[config.mk]
export PLATFORM = sky130hd
export DESIGN_NAME = dram_cmd_guard
export DESIGN_NICKNAME = d
export VERILOG_FILES = /design/src/rtl/dram_cmd_guard.sv
export SDC_FILE = /design/constraint.sdc
export NUM_CORES = 1
export LEC_CHECK = 0
export ABC_AREA = 1
export BUFFER_PORTS_ARGS = -buffer_cell sky130_fd_sc_hd__buf_2
export CAP_MARGIN = 15
export CORE_UTILIZATION = 45
export DETAILED_ROUTE_END_ITERATION = 8
export GPL_TIMING_DRIVEN = 0
export HOLD_SLACK_MARGIN = 0.08
export PLACE_DENSITY_LB_ADDON = 0.2
export SYNTH_ARGS = -nofsm -noshare
export SYNTH_HDL_FRONTEND = slang
export SYNTH_SLANG_ARGS = --single-unit
[constraint.sdc]
create_clock -name clk -period 1.7 [get_ports clk]
set_clock_uncertainty 0.1 [all_clocks]
set_input_delay 0.17 -clock clk [delete_from_list [all_inputs] [get_ports clk]]
set_output_delay 0.17 -clock clk [all_outputs]
set_load 0.005 [all_outputs]
[src/rtl/dram_cmd_guard.sv]
module dram_cmd_guard (
  input  logic        clk,
  input  logic        rst_n,
  input  logic        cfg_we,
  input  logic        cfg_wp,
  input  logic [31:0] cfg_wdata,
  output logic [31:0] cfg_rdata,
  input  logic        pd_exit,
  input  logic        sr_exit,
  input  logic        ref_cmd,
  output logic        rd_ok,
  output logic        nrd_ok,
  output logic        act_ok
);
  localparam logic [31:0] RST_VAL = 32'h03C8_0808;
  localparam logic [31:0] KEEP    = 32'h0FFF_FF7F;

  logic [31:0] cfg_q;
  logic [3:0]  t_pd;
  logic [7:0]  t_srd, t_snr;
  logic [6:0]  t_rfc;
  logic [3:0]  n_pd;
  logic [7:0]  n_srd, n_snr;
  logic [6:0]  n_rfc;
  logic        h_pd, h_srd, h_snr, h_rfc;

  assign n_pd  = cfg_q[27:24];
  assign n_srd = cfg_q[23:16];
  assign n_snr = cfg_q[15:8];
  assign n_rfc = cfg_q[6:0];

  always_ff @(posedge clk) begin
    if (!rst_n)                cfg_q <= RST_VAL;
    else if (cfg_we && !cfg_wp) cfg_q <= cfg_wdata & KEEP;
  end

  always_ff @(posedge clk) begin
    if (!rst_n) begin
      t_pd  <= '0;
      t_srd <= '0;
      t_snr <= '0;
      t_rfc <= '0;
    end else begin
      if (pd_exit)        t_pd <= (n_pd == 0) ? '0 : n_pd - 4'd1;
      else if (t_pd != 0) t_pd <= t_pd - 4'd1;

      if (sr_exit)         t_srd <= (n_srd == 0) ? '0 : n_srd - 8'd1;
      else if (t_srd != 0) t_srd <= t_srd - 8'd1;

      if (sr_exit)         t_snr <= (n_snr == 0) ? '0 : n_snr - 8'd1;
      else if (t_snr != 0) t_snr <= t_snr - 8'd1;

      if (ref_cmd)         t_rfc <= (n_rfc == 0) ? '0 : n_rfc - 7'd1;
      else if (t_rfc != 0) t_rfc <= t_rfc - 7'd1;
    end
  end

  assign h_pd  = pd_exit ? (n_pd  != 0) : (t_pd  != 0);
  assign h_srd = sr_exit ? (n_srd != 0) : (t_srd != 0);
  assign h_snr = sr_exit ? (n_snr != 0) : (t_snr != 0);
  assign h_rfc = ref_cmd ? (n_rfc != 0) : (t_rfc != 0);

  assign cfg_rdata = cfg_q;
  assign rd_ok     = !h_pd && !h_srd;
  assign nrd_ok    = !h_pd && !h_snr;
  assign act_ok    = nrd_ok && !h_rfc;
endmodule

## After elaboration in Yosys (flattened, before gate mapping)

Cells that the tools add are included.
W data, S select, Z words.

- Output and inout port bits: 35
- Register bits: 54
- Word-level logic and storage cells: 54

- Add/sub/neg operators: 8
- Multiplexer cells: 16
- Reduce and logical (&&, ||, !) cells: 25

Operators with widths:

| operator | count |
|---|---|
| $mux W8 | 6 |
| $reduce_bool A8 Y1 | 4 |
| $sub A8 B1 Y8 const B | 4 |
| $mux W7 | 3 |
| $logic_not A8 Y1 | 2 |
| $reduce_bool A7 Y1 | 2 |
| $sub A7 B1 Y7 const B | 2 |
| $mux W4 | 3 |
| $reduce_bool A2 Y1 | 4 |
| $reduce_bool A4 Y1 | 2 |
| $sub A4 B1 Y4 const B | 2 |
| $logic_not A7 Y1 | 1 |
| $logic_not A1 Y1 | 5 |
| $logic_and A1 B1 Y1 | 4 |
| $logic_not A4 Y1 | 1 |
| $mux W1 | 4 |

## Depth between registers and ports, before layout

- Word-level depth: 5
- Depth in mapped cells: 9

## Worst setup path before layout

No wires, ideal clock.

- Path type: reg-to-reg
- From: reg cfg_q[0] (netlist: cfg_rdata[0])
- To: reg t_rfc[3]
- Slack: 0.312 ns
- Path buffers: 0
- Clock period less this slack: 1.388 ns
- Stages on the path, launching flop included: 10
- Data required time: 1.479 ns
- Arrival: 1.167 ns
- Cells stage by stage: dfxtp_1 inv_1 ha_1 nand2_1 nor2_2 nand2_1 nand2_1 inv_2 a21oi_1 nor2_1

- Word-level cells in the longest chain between the ends: 3
- Elaborated cells between the ends (all ways): 4
- Those cells by class: add/sub: 1; mux: 2; reduce/logical: 1

Ends and longest elaborated chain:

| what | RTL line | text |
|---|---|---|
| start, declared | 18 | `logic [31:0] cfg_q;` |
| start signal, assigned | 34 | `else if (cfg_we && !cfg_wp) cfg_q <= cfg_wdata & KEEP;` |
| $sub A7 B1 Y7 or $logic_not A7 Y1 (tied branches) | 53 | `if (ref_cmd) t_rfc <= (n_rfc == 0) ? '0 : n_rfc - 7'd1;` |
| $mux W7 (*) (2 in series) | 53 |  |
| end signal, assigned | 53 |  |
| end signal, assigned | 54 | `else if (t_rfc != 0) t_rfc <= t_rfc - 7'd1;` |
| end, declared | 21 | `logic [6:0] t_rfc;` |

Every way passes the cells marked *; elsewhere a longest branch is shown, timed or not.
A chain may end at the register's enable or synchronous reset.

## Final worst setup path

- From: reg t_snr[0]
- To: out act_ok

- Word-level cells in the longest chain between the ends: 5

Ends and longest elaborated chain:

| what | RTL line | text |
|---|---|---|
| start, declared | 20 | `logic [7:0] t_srd, t_snr;` |
| start signal, assigned | 50 | `if (sr_exit) t_snr <= (n_snr == 0) ? '0 : n_snr - 8'd1;` |
| start signal, assigned | 51 | `else if (t_snr != 0) t_snr <= t_snr - 8'd1;` |
| $reduce_bool A8 Y1 | 60 | `assign h_snr = sr_exit ? (n_snr != 0) : (t_snr != 0);` |
| $mux W1 | 60 |  |
| $logic_not A1 Y1 | 65 | `assign nrd_ok = !h_pd && !h_snr;` |
| $logic_and A1 B1 Y1 | 65 |  |
| $logic_and A1 B1 Y1 | 66 | `assign act_ok = nrd_ok && !h_rfc;` |
| end, declared | 13 | `output logic act_ok` |

No other way between the ends.

==> impl_metrics.json <==
{
  "drive_gt1_share_pct": 31.6,
  "p_total_w": 0.00378,
  "io_buffers": 62,
  "cts_buffers": 5,
  "min_path_type": "in2reg",
  "grt_overflow": 0,
  "ant_nets": 0,
  "worstSetupPathDepth": 9,
  "clockBufferDepth": 2,
  "crit_chain": "inv_2, ha_4, nand3_2, inv_2, nand2_4, nand2_2, nand2_2, nor2_2, buf_2",
  "start_util_pct": 46.7,
  "post-route-period-util_pct": 101,
  "wl_per_cell_um": 13.1,
  "core_um2": 6790,
  "synth.yosys.warnings": 0,
  "synth_largest_area_cell": "dfxtp_1",
  "setup_viol": 1,
  "slowest_stage": "dfxtp_2",
  "cts-root-buf": "clkbuf_8",
  "synth_flop_cell": "dfxtp_1",
  "synth-seq-area-share_pct": 34.1,
  "vias_per_cell": 5.02,
  "drv_slew": 0,
  "crit_fanout": 5,
  "status": "finished with violations",
  "finalSetupTns_ns": -0.0151,
  "antenna_found_initial": 0,
  "clkSinkCount": 54,
  "grt_max_degree": 16,
  "cp-start-kind": "flop",
  "core.rowCount": 30,
  "critPathMaxStageDelay_ns": 0.34,
  "clk_latency_ns": 0.31,
  "die_area_um2": 7390,
  "fin_util_pct": 65.0,
  "num_antenna_cells": 0,
  "setup_slack_ns": -0.0151,
  "stdcell_count": 703,
  "clk_pin_slew_worst_paths_ns": 0.09,
  "dp_hpwl_um": 6170,
  "synth_top_cell_area_share_pct": 34.1,
  "place.gp.congestion": 0.867,
  "dpl.cell_count": 639,
  "dp_slack_ns": 0.0280,
  "htreeDepth": 2,
  "grt_pass1_vias": 3344,
  "cp.arrival_ns": 1.45,
  "vdd_drop_max_mv": 0.567,
  "violations": "setup timing",
  "routed_wirelength_um": 9210,
  "path_delay_family": "simple AND/OR/NAND/NOR gates",
  "fmax_mhz": 583,
  "rsz0062_at_grt": "true",
  "grt_pass1_wl_um": 14800,
  "syn_avg_cell_area_um2": 6.65,
  "crit_type": "reg2out",
  "hold_viol_final": 0,
  "hold_path_depth": 3,
  "p_leak_nw": 2.10,
  "drt_first_pass_iters": 4,
  "grt_util_all_layers_pct": 25.0,
  "cp.required_ns": 1.43,
  "path_buf_inv": 3,
  "synthArstFlopShare_pct": 0,
  "synth_commonest_cells": "85 x nand2_1, 67 x inv_1, 62 x nor2_1",
  "synth_cells": 477,
  "end_kind": "primary output",
  "synth_edf_count": 0,
  "vias": 3526,
  "synth_top_cells_by_area": "dfxtp_1 34%, nand2_1 10%, inv_1 7.9%",
  "yosysMostFrequentCell": "nand2_1",
  "ys_types": 34,
  "finalNetCount": 657,
  "reg2reg_depth": 9,
  "die_x_um": 86.0,
  "post-route-min-period_ns": 1.72,
  "die_h_um": 86.0,
  "ios": 74,
  "powerDensity_nw_per_um2": 855,
  "syn_area_um2": 3170,
  "area_growth_pct": 39.2,
  "drc": 0,
  "ys_seq_elements": 54,
  "drv_cap": 0,
  "cts_tree": "built",
  "first_iter_violations": 123
}
## through the flow
step / area, µm² / hold WS (ns)
2_1_floorplan: 3190 / 0.196
3_3_place_gp: 3620 / 0.286
3_5_place_dp: 3620 / 0.298
4_1_cts: 4280 / 0.0821
5_1_grt: 4420 / 0.0957
6_report: 4420 / 0.0845
## worst paths after layout
path	from	endpoint	slack [ns]
max	t_snr[0]	act_ok	-0.02
min	cfg_wdata[8]	cfg_rdata[8]	0.08
max reg2reg	cfg_rdata[17]	t_srd[7]	0.20
min reg2reg	cfg_rdata[9]	cfg_rdata[9]	0.38
## routing by layer
metal | track usage, % | part of all wire [%] | vias up
met5 | 0 | 0 | -
met4 | 10.9 | 2.4 | 0
met3 | 4.23 | 4.0 | 21
met2 | 43.9 | 51 | 87
met1 | 29.9 | 43 | 1621
li1 | - | - | 1797
## registers in the layout, summed over array words and instances (netlist names)
signal     cells
t_pd           4
t_rfc          7
cfg_rdata     27
t_snr          8
t_srd          8
## power by group
part | internal (W) | leakage [nW] | switching (W)
combinational | 0.000611 | 1.59 | 0.000755
clock | 0.000441 | 0.0524 | 0.000418
sequential | 0.00142 | 0.453 | 0.000134
## worst reg2reg max path: stages, from the launching register on
cell,delay (ns)
dfxtp_2,0.38
inv_4,0.06
ha_4,0.16
nand3_4,0.08
nor2_4,0.04
buf_4,0.12
buf_4,0.14
nor2_8,0.12
nand3_1,0.11
a21oi_1,0.14
## cell families after synthesis
kind of cell | count (synthesis) | synth area share (%)
AND/OR/NAND/NOR | 201 | 28.3
AO/OA/AOI/OAI | 114 | 19.3
buffers and inverters | 88 | 11.5
flip-flops | 54 | 34.1
adder cells (fa/ha/maj) | 12 | 4.73
XOR/XNOR | 7 | 1.93
other | 1 | 0.118
## area by class of cell
type                            instances  area [µm²]
Inverter                               72         275
Multi-Input combinational cell        339        1910
Sequential cell                        54        1110
Clock buffer                            7        76.3
Clock inverter                          1        30.0
Tap cell                               96         120
Timing Repair Buffer                  118         798
Buffer                                 16        96.3
Fill cell                             610        2380
## layout by cell type, fill, tap and decap left out, types with 2 or more instances in the layout
master and n:
nand2_2 7, dlygate4sd3_1 27, nand3_2 3, nand4_1 9, nand2_1 77, o211ai_1 7
inv_1 54, a21oi_1 46, nand3_4 2, a31oi_1 2, clkinv_1 2, o21bai_1 3
nand2_4 2, nor2_1 52, clkbuf_1 4, conb_1 5, buf_4 34, ha_4 4
o21ai_0 45, dfxtp_1 32, dfxtp_4 2, xor2_1 6, dfxtp_2 20, inv_4 2
nor2_2 13, buf_2 70, nand3_1 26, clkbuf_8 5, ha_1 8, inv_2 14
nor2_4 7, o21ai_1 4
## repair_timing
action,4_1_cts,5_1_grt
buffers inserted,20,9
resized for setup,53,26
endpoints found under the hold margin,27,0
hold buffers,27,0
pin swaps,15,10
setup endpoints to repair,3,3
No activity file was read; power rests on OpenSTA's default activity.
